File: src/rtl/irq_ctl_pkg.sv
package irq_ctl_pkg;

   localparam int REG_W = 8;

   localparam int ADDR_CFG  = 0;
   localparam int ADDR_MASK = 1;
   localparam int ADDR_STAT = 2;

   localparam int DUR_MSB  = 7;
   localparam int DUR_LSB  = 6;
   localparam int CPS_MSB  = 5;
   localparam int CPS_LSB  = 4;
   localparam int STIM_BIT = 2;
   localparam int DRV_MSB  = 1;
   localparam int DRV_LSB  = 0;

   typedef enum logic [1:0] {
      DUR_SHORT = 2'b00,
      DUR_MED   = 2'b01,
      DUR_LONG  = 2'b10,
      DUR_LATCH = 2'b11
   } dur_e;

   typedef enum logic [1:0] {
      DRV_OPEN_DRAIN = 2'b00,
      DRV_LOW_ACT    = 2'b01,
      DRV_HIGH_ACT   = 2'b10,
      DRV_RSVD       = 2'b11
   } drv_e;

   typedef enum logic [1:0] {
      CP_NONE   = 2'b00,
      CP_PSYNC  = 2'b01,
      CP_STRIPE = 2'b10,
      CP_EITHER = 2'b11
   } cpsel_e;

   typedef struct packed {
      dur_e   dur;
      cpsel_e cp;
      logic   stim;
      drv_e   drv;
   } cfg_t;

   localparam cfg_t CFG_RESET = '{dur: DUR_SHORT, cp: CP_PSYNC, stim: 1'b0, drv: DRV_OPEN_DRAIN};

endpackage

File: src/rtl/irq_cfg_regs.sv
module irq_cfg_regs
   import irq_ctl_pkg::*;
#(
   parameter int NUM_SRC = 4,
   parameter int ADDR_W  = 2
) (
   input  logic               clk,
   input  logic               rst_n,
   input  logic               wr_i,
   input  logic [ADDR_W-1:0]  addr_i,
   input  logic [REG_W-1:0]   wdata_i,
   input  logic [NUM_SRC-1:0] status_i,
   output cfg_t               cfg_o,
   output logic [NUM_SRC-1:0] mask_o,
   output logic [NUM_SRC-1:0] clr_o,
   output logic [REG_W-1:0]   rdata_o
);

   localparam logic [ADDR_W-1:0] A_CFG  = ADDR_W'(ADDR_CFG);
   localparam logic [ADDR_W-1:0] A_MASK = ADDR_W'(ADDR_MASK);
   localparam logic [ADDR_W-1:0] A_STAT = ADDR_W'(ADDR_STAT);

   generate
      if (NUM_SRC > REG_W) begin : g_bad_width
         $error("irq_cfg_regs: NUM_SRC must not exceed the register width");
      end
      if (ADDR_W < 2) begin : g_bad_addr
         $error("irq_cfg_regs: ADDR_W must be at least 2");
      end
   endgenerate

   cfg_t               cfg_q;
   logic [NUM_SRC-1:0] mask_q;
   logic               hit_cfg, hit_mask, hit_stat;

   assign hit_cfg  = wr_i && (addr_i == A_CFG);
   assign hit_mask = wr_i && (addr_i == A_MASK);
   assign hit_stat = wr_i && (addr_i == A_STAT);

   always_ff @(posedge clk or negedge rst_n) begin
      if (!rst_n) begin
         cfg_q  <= CFG_RESET;
         mask_q <= '0;
      end else begin
         if (hit_cfg) begin
            cfg_q.dur  <= dur_e'(wdata_i[DUR_MSB:DUR_LSB]);
            cfg_q.cp   <= cpsel_e'(wdata_i[CPS_MSB:CPS_LSB]);
            cfg_q.stim <= wdata_i[STIM_BIT];
            cfg_q.drv  <= drv_e'(wdata_i[DRV_MSB:DRV_LSB]);
         end
         if (hit_mask) begin
            mask_q <= wdata_i[NUM_SRC-1:0];
         end
      end
   end

   assign clr_o  = hit_stat ? wdata_i[NUM_SRC-1:0] : '0;
   assign cfg_o  = cfg_q;
   assign mask_o = mask_q;

   always_comb begin
      rdata_o = '0;
      unique case (addr_i)
         A_CFG: begin
            rdata_o[DUR_MSB:DUR_LSB] = cfg_q.dur;
            rdata_o[CPS_MSB:CPS_LSB] = cfg_q.cp;
            rdata_o[STIM_BIT]        = cfg_q.stim;
            rdata_o[DRV_MSB:DRV_LSB] = cfg_q.drv;
         end
         A_MASK:  rdata_o = REG_W'(mask_q);
         A_STAT:  rdata_o = REG_W'(status_i);
         default: rdata_o = '0;
      endcase
   end

   logic unused_wbits;
   assign unused_wbits = ^{1'b0, wdata_i[3]};

   // a write to the drive field takes effect on the next clock
   a_r9_cfg_write: assert property (@(posedge clk) disable iff (!rst_n)
      hit_cfg |=> (cfg_q.drv == drv_e'($past(wdata_i[DRV_MSB:DRV_LSB]))));

endmodule

File: src/rtl/irq_status_bank.sv
module irq_status_bank
   import irq_ctl_pkg::*;
#(
   parameter int NUM_SRC = 4,
   parameter int CP_SRC  = NUM_SRC - 1
) (
   input  logic               clk,
   input  logic               rst_n,
   input  logic [NUM_SRC-2:0] evt_i,
   input  logic               psync_i,
   input  logic               stripe_i,
   input  cpsel_e             cp_sel_i,
   input  logic [NUM_SRC-1:0] clr_i,
   output logic [NUM_SRC-1:0] status_o
);

   generate
      if (NUM_SRC < 2) begin : g_bad_num
         $error("irq_status_bank: NUM_SRC must be at least 2");
      end
      if (CP_SRC < 0 || CP_SRC >= NUM_SRC) begin : g_bad_cp
         $error("irq_status_bank: CP_SRC out of range");
      end
   endgenerate

   logic [NUM_SRC-1:0] set_w;
   logic               cp_hit;

   assign cp_hit = (cp_sel_i[0] & psync_i) | (cp_sel_i[1] & stripe_i);

   genvar gi;
   generate
      for (gi = 0; gi < NUM_SRC; gi++) begin : g_src
         if (gi == CP_SRC) begin : g_cp
            assign set_w[gi] = cp_hit;
         end else if (gi < CP_SRC) begin : g_lo
            assign set_w[gi] = evt_i[gi];
         end else begin : g_hi
            assign set_w[gi] = evt_i[gi-1];
         end

         always_ff @(posedge clk or negedge rst_n) begin
            if (!rst_n) begin
               status_o[gi] <= 1'b0;
            end else if (set_w[gi]) begin
               status_o[gi] <= 1'b1;
            end else if (clr_i[gi]) begin
               status_o[gi] <= 1'b0;
            end
         end

         // an event in the same cycle as a clear leaves the bit set
         a_r3_set_wins: assert property (@(posedge clk) disable iff (!rst_n)
            set_w[gi] |=> status_o[gi]);

         // a set bit holds until a clear arrives
         a_r2_sticky: assert property (@(posedge clk) disable iff (!rst_n)
            (status_o[gi] && !clr_i[gi]) |=> status_o[gi]);

         // a clear without an event empties the bit
         a_r2_clear: assert property (@(posedge clk) disable iff (!rst_n)
            (clr_i[gi] && !set_w[gi]) |=> !status_o[gi]);
      end
   endgenerate

   // with select 00 the copy-protection bit can only fall or hold
   a_r4_cp_none: assert property (@(posedge clk) disable iff (!rst_n)
      (cp_sel_i == CP_NONE && !status_o[CP_SRC]) |=> !status_o[CP_SRC]);

endmodule

File: src/rtl/irq_pulse_timer.sv
module irq_pulse_timer
   import irq_ctl_pkg::*;
#(
   parameter int SHORT_LEN = 3,
   parameter int MED_LEN   = 15,
   parameter int LONG_LEN  = 63
) (
   input  logic clk,
   input  logic rst_n,
   input  logic pend_i,
   input  dur_e dur_i,
   output logic active_o
);

   localparam int CNT_W = $clog2(LONG_LEN + 1);

   generate
      if (SHORT_LEN < 1) begin : g_bad_short
         $error("irq_pulse_timer: SHORT_LEN must be positive");
      end
      if (MED_LEN < SHORT_LEN || LONG_LEN < MED_LEN) begin : g_bad_order
         $error("irq_pulse_timer: lengths must not decrease");
      end
   endgenerate

   logic             pend_q;
   logic [CNT_W-1:0] cnt_q;
   logic [CNT_W-1:0] load_w;
   logic             latched, start;

   assign latched = (dur_i == DUR_LATCH);
   assign start   = pend_i && !pend_q;

   always_comb begin
      unique case (dur_i)
         DUR_SHORT: load_w = CNT_W'(SHORT_LEN);
         DUR_MED:   load_w = CNT_W'(MED_LEN);
         DUR_LONG:  load_w = CNT_W'(LONG_LEN);
         default:   load_w = '0;
      endcase
   end

   always_ff @(posedge clk or negedge rst_n) begin
      if (!rst_n) begin
         pend_q <= 1'b0;
         cnt_q  <= '0;
      end else begin
         pend_q <= pend_i;
         if (start && !latched) begin
            cnt_q <= load_w;
         end else if (cnt_q != '0) begin
            cnt_q <= cnt_q - CNT_W'(1);
         end
      end
   end

   assign active_o = latched ? pend_i : (cnt_q != '0);

   // a running count steps down by one each clock
   a_r5_countdown: assert property (@(posedge clk) disable iff (!rst_n)
      (cnt_q != '0 && !start) |=> (cnt_q == $past(cnt_q) - CNT_W'(1)));

   // a rising pending level in a timed mode starts a pulse
   a_r5_start: assert property (@(posedge clk) disable iff (!rst_n)
      (start && !latched) |=> (cnt_q != '0));

   // a pending level that persists restarts nothing
   a_r6_no_retrigger: assert property (@(posedge clk) disable iff (!rst_n)
      (pend_i && pend_q && !latched && cnt_q == '0) |=> (cnt_q == '0 || !pend_q));

endmodule

File: src/rtl/irq_pin_driver.sv
module irq_pin_driver
   import irq_ctl_pkg::*;
#(
   parameter bit REG_OUT = 1'b0
) (
   input  logic clk,
   input  logic rst_n,
   input  logic active_i,
   input  drv_e drv_i,
   output logic oe_o,
   output logic dat_o
);

   logic oe_w, dat_w;

   always_comb begin
      unique case (drv_i)
         DRV_OPEN_DRAIN: begin oe_w = active_i; dat_w = 1'b0;      end
         DRV_LOW_ACT:    begin oe_w = 1'b1;     dat_w = !active_i; end
         DRV_HIGH_ACT:   begin oe_w = 1'b1;     dat_w = active_i;  end
         default:        begin oe_w = 1'b0;     dat_w = 1'b0;      end
      endcase
   end

   generate
      if (REG_OUT) begin : g_flop
         always_ff @(posedge clk or negedge rst_n) begin
            if (!rst_n) begin
               oe_o  <= 1'b0;
               dat_o <= 1'b0;
            end else begin
               oe_o  <= oe_w;
               dat_o <= dat_w;
            end
         end

         // the reserved mode floats the pin
         a_r9_reserved: assert property (@(posedge clk) disable iff (!rst_n)
            (drv_i == DRV_RSVD) |=> !oe_o);
      end else begin : g_comb
         assign oe_o  = oe_w;
         assign dat_o = dat_w;

         // the reserved mode floats the pin
         a_r9_reserved: assert property (@(posedge clk) disable iff (!rst_n)
            (drv_i == DRV_RSVD) |-> !oe_o);

         // the open-drain mode only ever pulls low
         a_r9_open_drain: assert property (@(posedge clk) disable iff (!rst_n)
            (drv_i == DRV_OPEN_DRAIN) |-> !dat_o);
      end
   endgenerate

endmodule

File: src/rtl/irq_request_ctl.sv
module irq_request_ctl
   import irq_ctl_pkg::*;
#(
   parameter int NUM_SRC   = 4,
   parameter int CP_SRC    = NUM_SRC - 1,
   parameter int ADDR_W    = 2,
   parameter int SHORT_LEN = 3,
   parameter int MED_LEN   = 15,
   parameter int LONG_LEN  = 63,
   parameter bit REG_OUT   = 1'b0
) (
   input  logic               clk,
   input  logic               rst_n,
   input  logic [NUM_SRC-2:0] evt_strobe,
   input  logic               cp_psync_evt,
   input  logic               cp_stripe_evt,
   input  logic               reg_wr,
   input  logic [ADDR_W-1:0]  reg_addr,
   input  logic [7:0]         reg_wdata,
   output logic [7:0]         reg_rdata,
   output logic               irq_oe,
   output logic               irq_out
);

   cfg_t               cfg;
   logic [NUM_SRC-1:0] mask, clr, status;
   logic               pend, timed_active, req_active;

   irq_cfg_regs #(.NUM_SRC(NUM_SRC), .ADDR_W(ADDR_W)) u_regs (
      .clk      (clk),
      .rst_n    (rst_n),
      .wr_i     (reg_wr),
      .addr_i   (reg_addr),
      .wdata_i  (reg_wdata),
      .status_i (status),
      .cfg_o    (cfg),
      .mask_o   (mask),
      .clr_o    (clr),
      .rdata_o  (reg_rdata)
   );

   irq_status_bank #(.NUM_SRC(NUM_SRC), .CP_SRC(CP_SRC)) u_status (
      .clk      (clk),
      .rst_n    (rst_n),
      .evt_i    (evt_strobe),
      .psync_i  (cp_psync_evt),
      .stripe_i (cp_stripe_evt),
      .cp_sel_i (cfg.cp),
      .clr_i    (clr),
      .status_o (status)
   );

   assign pend = |(status & mask);

   irq_pulse_timer #(.SHORT_LEN(SHORT_LEN), .MED_LEN(MED_LEN), .LONG_LEN(LONG_LEN)) u_timer (
      .clk      (clk),
      .rst_n    (rst_n),
      .pend_i   (pend),
      .dur_i    (cfg.dur),
      .active_o (timed_active)
   );

   assign req_active = timed_active | cfg.stim;

   irq_pin_driver #(.REG_OUT(REG_OUT)) u_pin (
      .clk      (clk),
      .rst_n    (rst_n),
      .active_i (req_active),
      .drv_i    (cfg.drv),
      .oe_o     (irq_oe),
      .dat_o    (irq_out)
   );

   // latched mode follows the enabled status bits
   a_r7_latched_follow: assert property (@(posedge clk) disable iff (!rst_n)
      (cfg.dur == DUR_LATCH && !cfg.stim) |-> (req_active == |(status & mask)));

   // the stimulus bit drives an active-high pin high
   a_r8_stim: assert property (@(posedge clk) disable iff (!rst_n)
      (cfg.stim && cfg.drv == DRV_HIGH_ACT && !REG_OUT) |-> (irq_oe && irq_out));

   // no enabled status and no stimulus keeps latched mode idle
   a_r10_masked_idle: assert property (@(posedge clk) disable iff (!rst_n)
      (cfg.dur == DUR_LATCH && !cfg.stim && (status & mask) == '0) |-> !req_active);

endmodule

File: config.mk
export PLATFORM = sky130hd
export DESIGN_NAME = irq_request_ctl
export DESIGN_NICKNAME = d
export VERILOG_FILES = /design/src/rtl/irq_ctl_pkg.sv /design/src/rtl/irq_cfg_regs.sv /design/src/rtl/irq_status_bank.sv /design/src/rtl/irq_pulse_timer.sv /design/src/rtl/irq_pin_driver.sv /design/src/rtl/irq_request_ctl.sv
export SDC_FILE = /design/constraint.sdc
export NUM_CORES = 1
export LEC_CHECK = 0
export CAP_MARGIN = 20
export CORE_ASPECT_RATIO = 0.75
export CORE_UTILIZATION = 23
export CTS_CLUSTER_SIZE = 16
export DETAILED_ROUTE_END_ITERATION = 8
export PLACE_DENSITY = 0.48
export SLEW_MARGIN = 5
export SYNTH_ARGS = -nofsm -noshare
export SYNTH_HDL_FRONTEND = slang
export SYNTH_SLANG_ARGS = --single-unit
File: constraint.sdc
create_clock -name clk -period 3.3 [get_ports clk]
set_clock_uncertainty 0.05 [all_clocks]
set_input_delay 0.66 -clock clk [delete_from_list [all_inputs] [get_ports clk]]
set_output_delay 0.66 -clock clk [all_outputs]
set_load 0.03 [all_outputs]
==> out/results.ini, run 1 <==
[status]
status = finished clean

[power]
max-vdd-ir-drop_v = 0.000168
power_density_nw_per_um2 = 599
finalPower_mw = 1.02
leakagePower_nw = 0.783

[placed_design]
dp_hpwl_mm = 2.21
place_ws_ns = 0.0241
portBuffers = 27
placed_cell_area_um2 = 1630
gp_congestion = 0.791

[worst_setup_path]
cp_data_required_time_ns = 2.59
crit_path_start_kind = input pin
cp.arrival_ns = 2.42
criticalPathCategory = input pin to output pin
worstSetupEndpointType = output pin
cp_max_fo = 5

[yosys]
synthFlopType = dfrtp_1
synthArstFlopShare = 1.00
ys_warn_count = 0
synth_top_area_cell = dfrtp_1
synthTopCellsByArea = dfrtp_1 42%, ha_1 12%, mux2_2 9.9%, inv_1 3.6%, a222oi_1 3.2%
synth_area_um2 = 1250
syn_inst = 114
synth_top_area_frac = 0.420
avgSynthCellArea_um2 = 11.0
synth_edf_count = 0
ys_seq_area_frac = 0.441
ys_types = 31
ys_seq_elements = 22
syn-num-nets = 144

[sta]
fin_crit_ns = 3.13
setup_violations = 0
worst_slew_margin_rel = 0.719
hold_violations = 0
worst_slew_pin_slew_ns = 0.419
worst_slack_ns = 0.167
slew_violations = 0
grt_setup_unrepaired = no
hold_ws_ns = 0.480
period_share = 0.949
fin_setup_tns_ns = 0
max_freq_ghz = 0.319

[cells_and_area]
fin_area_um2 = 1710
synthToLayoutAreaGrowth_pct = 36.3
fillers = 529
drive_above_1_share = 0.151
diodes = 0
nNetsFinal = 177

[detailed_routing]
drtIter0Drc = 59
vias = 978
via_per_inst = 4.49
drt_wl_total_mm = 2.81
drc = 0
first_pass_iters = 5
antenna_left = 0
detail_route.wl_per_cell_um = 12.9

[global_route]
track_usage = 0.108
overflow = 0
grt_max_degree = 23
antenna_found_initial = 0
grt_pass1_vias = 997
grt_first_pass_wirelength_mm = 4.67

[floorplan]
io_pins = 28
row_count = 22
fp.dieW_um = 87.2
core_um2 = 5060
die_h_um = 65.9
start_util = 0.247
die_area_um2 = 5750

[clock_tree]
cts_buffers = 3
clock-sinks = 22
clk_pin_slew_ns = 0.08
worstSkewPairLatency_ns = 0.26
cts_tree = built
htree_levels = 1
cts_hold_buf = 0
max-clock-path-buffers = 2
cts.root.buffer_cell = clkbuf_8

[run]
maxCapViolCount = 0

[min_path]
hold_path.class = flip-flop to flip-flop

path summary, 6_finish.rpt:
path	start	endpoint	slack, ns	depth (start not counted)
hold reg to reg	u_status.status_o[2]	u_status.status_o[2]	0.48	1
hold / removal	u_status.status_o[2]	u_status.status_o[2]	0.48	1
setup reg to reg	u_timer.cnt_q[0]	u_timer.cnt_q[2]	1.65	6
min in group asynchronous	rst_n	u_status.status_o[3]	0.70	2
setup / recovery	reg_addr[0]	reg_rdata[7]	0.17	6
max in group asynchronous	rst_n	u_regs.cfg_o[3]	2.23	2
where the power goes:
group          switching [mW]  total [mW]  internal (mW)
logic                   0.185       0.367          0.182
registers              0.0689       0.409          0.340
clock network          0.0842       0.246          0.162
total                   0.338        1.02          0.684
cell type report:
class | count | area, um2 | area share
multi-input cells | 78 | 647 | 0.379
flip-flops and latches | 22 | 552 | 0.323
repair buffers | 30 | 302 | 0.177
well taps | 72 | 90.1 | 0.0528
inverters | 12 | 45.0 | 0.0264
clock buffers | 3 | 41.3 | 0.0242
clock inverters | 1 | 30.0 | 0.0176
what timing repair did:
item	4_1_cts	5_1_grt
setup buffers	0	0
endpoints found under the setup margin	1	4
hold endpoints to repair	0	0
resized for setup	1	4
flip-flops by register name, summed over array words and instances (netlist names):
| name | flops |
|---|---|
| u_timer.pend_q | 1 |
| u_regs.cfg_o | 7 |
| u_status.status_o | 4 |
| u_regs.mask_o | 4 |
| u_timer.cnt_q | 6 |
synthesized netlist by cell type, types with 2 or more instances:
master / number
a21o_1: 3
inv_1: 12
mux2_2: 11
xnor2_1: 3
a22oi_1: 3
nand2_1: 5
a222oi_1: 4
mux2i_1: 2
dfrtp_1: 21
o22ai_1: 3
nand2b_1: 2
and2_1: 4
ha_1: 12
nor2_1: 6
nand3_1: 6
a21oi_1: 2
cells by family after synthesis:
group           count (synthesis)  synth area share
compound gates                 21             0.126
buf+inv                        14            0.0429
xor+xnor                        3            0.0210
flops                          22             0.441
simple gates                   28             0.126
mux                            14             0.124
fa+ha+maj                      12             0.120
layer usage:
layer | wire length [um] | GRT usage | vias up
li1 | - | - | 469
met1 | 1440 | 0.144 | 477
met2 | 1200 | 0.167 | 28
met3 | 142 | 0.0287 | 4
met4 | 23 | 0.0369 | 0
met5 | 0 | 0 | -
placed cells by master (no fill, tap or decap), drive strengths merged, types with 4 or more instances in the layout:
| master | instances |
|---|---|
| mux2 | 12 |
| dfrtp | 21 |
| a222oi | 4 |
| and2 | 5 |
| nor2 | 6 |
| inv | 12 |
| clkdlybuf4s50 | 22 |
| nand3 | 6 |
| ha | 12 |
| nand2 | 5 |
| dlymetal6s2s | 4 |
worst max-delay path, cell delays in order:
cell	delay [ns]
clkdlybuf4s50_1	0.45
inv_1	0.10
ha_1	0.26
buf_4	0.16
and2_1	0.12
clkdlybuf4s50_1	0.67
stage by stage:
step / util / instances
after detailed placement: 0.321 / 214
after global placement: 0.321 / 214
after CTS: 0.335 / 218
final: 0.337 / 218
after global routing: 0.337 / 218
after floorplan: - / 114
Power figures use the tool's default switching activity.
==> run 2: changes to the inputs <==
- ABC_AREA: unset -> 1
- PLACE_DENSITY: 0.48 -> 0.47
- clock period: 3.3 -> 3.6 ns (I/O delays scaled with it)
==> run 2 against run 1 <==
  * Worst setup slack gained 0.045 ns
  * Sequential cell count is the same
  * Sequential share of layout area shrank 1.8 points
  * Global-route usage is essentially flat
  * Hold slack lost 0.023 ns
  * Sequential power shrank 15%
  * Synthesized cell count grew 54%
  * Register-to-register slack gained 0.47 ns
  * Cell count grew 30%
  * Power shrank 6.3%
  * Clock-buffer cell count is the same
  * Critical endpoint is now reg_rdata[2]
==> out/results.ini, run 2 <==
[yosys]
synth_area_um2 = 1380
syn_inst = 175
avgSynthCellArea_um2 = 7.87
ys_seq_elements = 22
synth_most_common_cell = nand2_1
ys_warn_count = 0
synthArstFlopShare = 1.00
synthTopCellsByArea = dfrtp_1 38%, nand2_1 14%, ha_1 11%, inv_1 9.8%, o21ai_0 5.1%
synth_edf_count = 0
synth_common_cells = 50 x nand2_1, 36 x inv_1, 21 x dfrtp_1, 14 x o21ai_0, 12 x ha_1
syn-num-nets = 205
ys_types = 24
synth_top_area_frac = 0.381
synth_top_area_cell = dfrtp_1
ys_seq_area_frac = 0.401
synthFlopType = dfrtp_1

[detailed_routing]
detail_route.wl_per_cell_um = 10.5
first_pass_iters = 4
drt_wl_total_mm = 2.98
vias = 1119
antenna_left = 0
drtIter0Drc = 54
via_per_inst = 3.95
drc = 0

[placed_design]
placed_cell_area_um2 = 1730
gp_congestion = 0.725
portBuffers = 27
dp_hpwl_mm = 2.36

[worst_setup_path]
cp_data_required_time_ns = 2.83
worstSetupEndpointType = output pin
crit_path_start_kind = input pin
cp_max_fo = 8
criticalPathCategory = input pin to output pin
cp.arrival_ns = 2.62

[global_route]
grt_max_degree = 23
track_usage = 0.107
overflow = 0
grt_pass1_vias = 1142
grt_first_pass_wirelength_mm = 5.31
antenna_found_initial = 0

[floorplan]
die_area_um2 = 6310
io_pins = 28
fp.dieW_um = 91.4
start_util = 0.238
core_um2 = 5800
die_h_um = 69.0
row_count = 24

[cells_and_area]
drive_above_1_share = 0.102
synthToLayoutAreaGrowth_pct = 31.1
fin_util = 0.312
largest_reg_flops = 7
final_common_cell = nand2_1
fin_area_um2 = 1810
multi_input_area_um2 = 659
seq_area_um2 = 552
fillers = 638
final_cell_mix = 50 x nand2_1, 36 x inv_1, 27 x clkdlybuf4s50_1, 21 x dfrtp_1, 14 x o21ai_0
diodes = 0
nNetsFinal = 236

[clock_tree]
clock-sinks = 22
max-clock-path-buffers = 2
worstSkewPairLatency_ns = 0.27
htree_levels = 1
cts_hold_buf = 0
cts.root.buffer_cell = clkbuf_8
post-cts-setup-buffers = 0
clk_pin_slew_ns = 0.08
cts_tree = built
ctsResizeCount = 0
cts_buffers = 3

[power]
finalPower_mw = 0.958
power_density_nw_per_um2 = 531
max-vdd-ir-drop_v = 0.000142
leakagePower_nw = 0.912

[sta]
setup_violations = 0
period_share = 0.941
fin_setup_tns_ns = 0
grt_setup_unrepaired = no
hold_violations = 0
fin_crit_ns = 3.39
slew_violations = 0
worst_slew_pin_slew_ns = 0.390
worst_slew_margin_rel = 0.740
max_freq_ghz = 0.295

[min_path]
hold_path.class = flip-flop to flip-flop

[status]
status = finished clean

[run]
maxCapViolCount = 0

==> run 2: path summary, 6_finish.rpt <==
path / from / end / slack [ns] / depth (start not counted)
max: reg_addr[0] / reg_rdata[2] / 0.21 / 8
min: u_timer.cnt_q[1] / u_timer.cnt_q[1] / 0.46 / 2
max reg2reg: u_timer.cnt_q[0] / u_timer.cnt_q[2] / 2.12 / 9
min reg2reg: u_timer.cnt_q[1] / u_timer.cnt_q[1] / 0.46 / 2
max in group asynchronous: rst_n / u_regs.cfg_o[3] / 2.46 / 2
min in group asynchronous: rst_n / u_timer.cnt_q[2] / 0.76 / 2
==> run 2: critical path, stage by stage <==
cell	delay (ns)
clkdlybuf4s50_1	0.45
inv_1	0.10
ha_1	0.39
nand2_1	0.09
nand3_1	0.10
nand2_1	0.06
inv_1	0.05
clkdlybuf4s50_1	0.66
==> run 2: power breakdown <==
part,internal [mW],total [mW],switching [mW]
Clock,0.149,0.232,0.0835
Combinational,0.157,0.378,0.221
Sequential,0.307,0.347,0.0399
Total,0.613,0.958,0.345
==> run 2: layout make-up <==
cell class	count	share of cell area
clock buffer	3	0.0229
clock inverter	1	0.0166
inverter	38	0.0818
multi-input combinational	113	0.365
sequential	22	0.306
tap	78	0.0541
timing repair buffer	28	0.154
==> run 2: through the flow <==
step | setup WS (ns) | hold WS, ns | instances
2_1_floorplan | 1.07 | 0.374 | 175
3_3_place_gp | 0.287 | 0.427 | 279
3_5_place_dp | 0.216 | 0.438 | 279
4_1_cts | 0.214 | 0.458 | 283
5_1_grt | 0.104 | 0.465 | 283
6_report | 0.212 | 0.457 | 283
==> run 2: cell families after synthesis <==
group                    count (synthesis)  synth area share
flip-flops                              22             0.401
XOR/XNOR                                 3            0.0191
AND/OR/NAND/NOR                         72             0.241
AO/OA/AOI/OAI                           23            0.0854
adder cells (fa/ha/maj)                 12             0.109
multiplexers                             3            0.0245
buffers and inverters                   40             0.121
==> run 2: routing by layer <==
metal	up-vias	share of wire	track usage
met1	495	0.54	0.152
met2	31	0.39	0.156
met5	-	0	0
met4	0	0.014	0.0370
li1	588	-	-
met3	5	0.057	0.0298
==> run 3: changes to the inputs <==
- ABC_AREA: 1 -> unset
- PLACE_DENSITY: 0.47 -> 0.48
- SKIP_LAST_GASP: unset -> 1
==> run 3 against run 2 <==
  * Hold slack gained 0.021 ns
  * Die area is 8.9% lower
  * Sequential share of layout area is 1.8 points higher
  * Register-to-register slack got worse by 0.14 ns
  * Power down 1.7%
==> out/results.ini, run 3 (synthesis results as in run 1) <==
[placed_design]
dp_hpwl_mm = 2.16
gp_congestion = 0.703
place_ws_ns = 0.210
portBuffers = 27

[clock_tree]
ctsResizeCount = 0
clk_pin_slew_ns = 0.07
max-clock-path-buffers = 2
cts.root.buffer_cell = clkbuf_8
cts_buffers = 3
cts_tree = built
cts_hold_buf = 0
post-cts-setup-buffers = 0
htree_levels = 1
worstSkewPairLatency_ns = 0.26
clock-sinks = 22

[worst_setup_path]
cp_data_required_time_ns = 2.83
worstSetupEndpointType = output pin
crit_path_start_kind = input pin
r2r_cells = 6
regToRegStartpoint = u_timer.cnt_q[0]
criticalPathCategory = input pin to output pin
cp.arrival_ns = 2.63
cp_max_fo = 8
r2r_end = u_timer.cnt_q[0]
r2r_setup_slack_ns = 1.98

[min_path]
hold_path.class = flip-flop to flip-flop
min_delay_worst_endpoint = u_status.status_o[1]
worstHoldStart = u_status.status_o[1]
min_path_cells = 1

[floorplan]
die_area_um2 = 5750
fp.dieW_um = 87.2
die_h_um = 65.9
start_util = 0.247
core_um2 = 5060
row_count = 22
io_pins = 28

[sta]
setup_violations = 0
grt_setup_unrepaired = no
fin_setup_tns_ns = 0
period_share = 0.944
worst_slew_margin_rel = 0.701
worst_slew_pin_slew_ns = 0.445
worst_slack_ns = 0.203
hold_ws_ns = 0.477
fin_crit_ns = 3.40
max_freq_ghz = 0.294
hold_violations = 0
slew_violations = 0

[detailed_routing]
wl_met1_mm = 1.35
dr_wl_met2_mm = 1.17
via_per_inst = 4.46
drc = 0
detail_route.wl_per_cell_um = 12.5
first_pass_iters = 4
route.met3.wl_um = 143
antenna_left = 0
vias = 964
drtIter0Drc = 41
top_layer = met4
drt_wl_total_mm = 2.70

[cells_and_area]
fillers = 539
final_common_cell = clkdlybuf4s50_1
drive_above_1_share = 0.139
nNetsFinal = 175
synthToLayoutAreaGrowth_pct = 36.0
final_cell_mix = 27 x clkdlybuf4s50_1, 21 x dfrtp_1, 12 x inv_1, 12 x ha_1, 11 x mux2_2
largest_reg_flops = 7
diodes = 0

[global_route]
grt_max_degree = 23
grt_first_pass_wirelength_mm = 4.53
track_usage = 0.103
overflow = 0
antenna_found_initial = 0
grt_pass1_vias = 999

[power]
power.internal_mw = 0.631
p_comb_frac = 0.363
share_seq_of_total_power = 0.396
power_density_nw_per_um2 = 553
power.switching_mw = 0.311
finalPower_mw = 0.941
p_sw_frac = 0.330
max-vdd-ir-drop_v = 0.000160
leakagePower_nw = 0.722
p_clk_frac = 0.242

[run]
maxCapViolCount = 0

[status]
status = finished clean

[run 3: cell types whose count changed in the layout (fill, tap and decap cells not counted), sizes merged, moves of 3 or more]
cell / before / now
mux2: 3 / 12
a21oi: 6 / 3
inv: 38 / 12
a222oi: 0 / 4
nand2: 56 / 5
o22ai: 0 / 3
a21o: 0 / 3
and2: 0 / 5
a22oi: 0 / 3
o21ai: 16 / 1
[run 3: layout make-up]
class / count / area, um2 / share of cell area
multi-input combinational: 78 / 647 / 0.380
sequential: 22 / 552 / 0.324
timing repair buffer: 28 / 298 / 0.175
tap: 72 / 90.1 / 0.0529
inverter: 12 / 45.0 / 0.0265
clock buffer: 3 / 41.3 / 0.0242
clock inverter: 1 / 30.0 / 0.0176
[run 3: worst max path at each step]
stage                     cells past startpoint              from  slack [ns]      endpoint
after floorplan                               6  u_timer.cnt_q[0]        1.13        irq_oe
after global placement                        6       reg_addr[0]        0.24  reg_rdata[0]
after detailed placement                      6       reg_addr[0]        0.21  reg_rdata[0]
after CTS                                     6       reg_addr[0]        0.20  reg_rdata[0]
after global routing                          6       reg_addr[0]        0.06  reg_rdata[0]
final                                         6       reg_addr[0]        0.20  reg_rdata[1]
[run 3: routing by layer]
layer / vias up / GRT usage
li1: 463 / -
met1: 466 / 0.134
met2: 31 / 0.166
met3: 4 / 0.0250
met4: 0 / 0.0369
met5: - / 0
[run 3: stage by stage]
| step | util | area, um2 | instances |
|---|---|---|---|
| 2_1_floorplan | - | 1250 | 114 |
| 3_3_place_gp | 0.317 | 1600 | 211 |
| 3_5_place_dp | 0.317 | 1600 | 211 |
| 4_1_cts | 0.331 | 1680 | 215 |
| 5_1_grt | 0.336 | 1700 | 216 |
| 6_report | 0.336 | 1700 | 216 |
[run 3: worst max-delay path, stage by stage]
cell             delay (ns)
clkdlybuf4s50_1        0.51
inv_1                  0.07
ha_1                   0.29
a222oi_1               0.36
nor2_1                 0.07
clkdlybuf4s50_1        0.60
[run 3: power by group through the flow]
stage	Sequential, mW	Combinational [mW]	Clock [mW]
2_1_floorplan	0.363	0.241	0
3_5_place_dp	0.378	0.338	0
3_3_place_gp	0.376	0.329	0
4_1_cts	0.372	0.341	0.236
6_report	0.372	0.341	0.227
5_1_grt	0.380	0.379	0.247
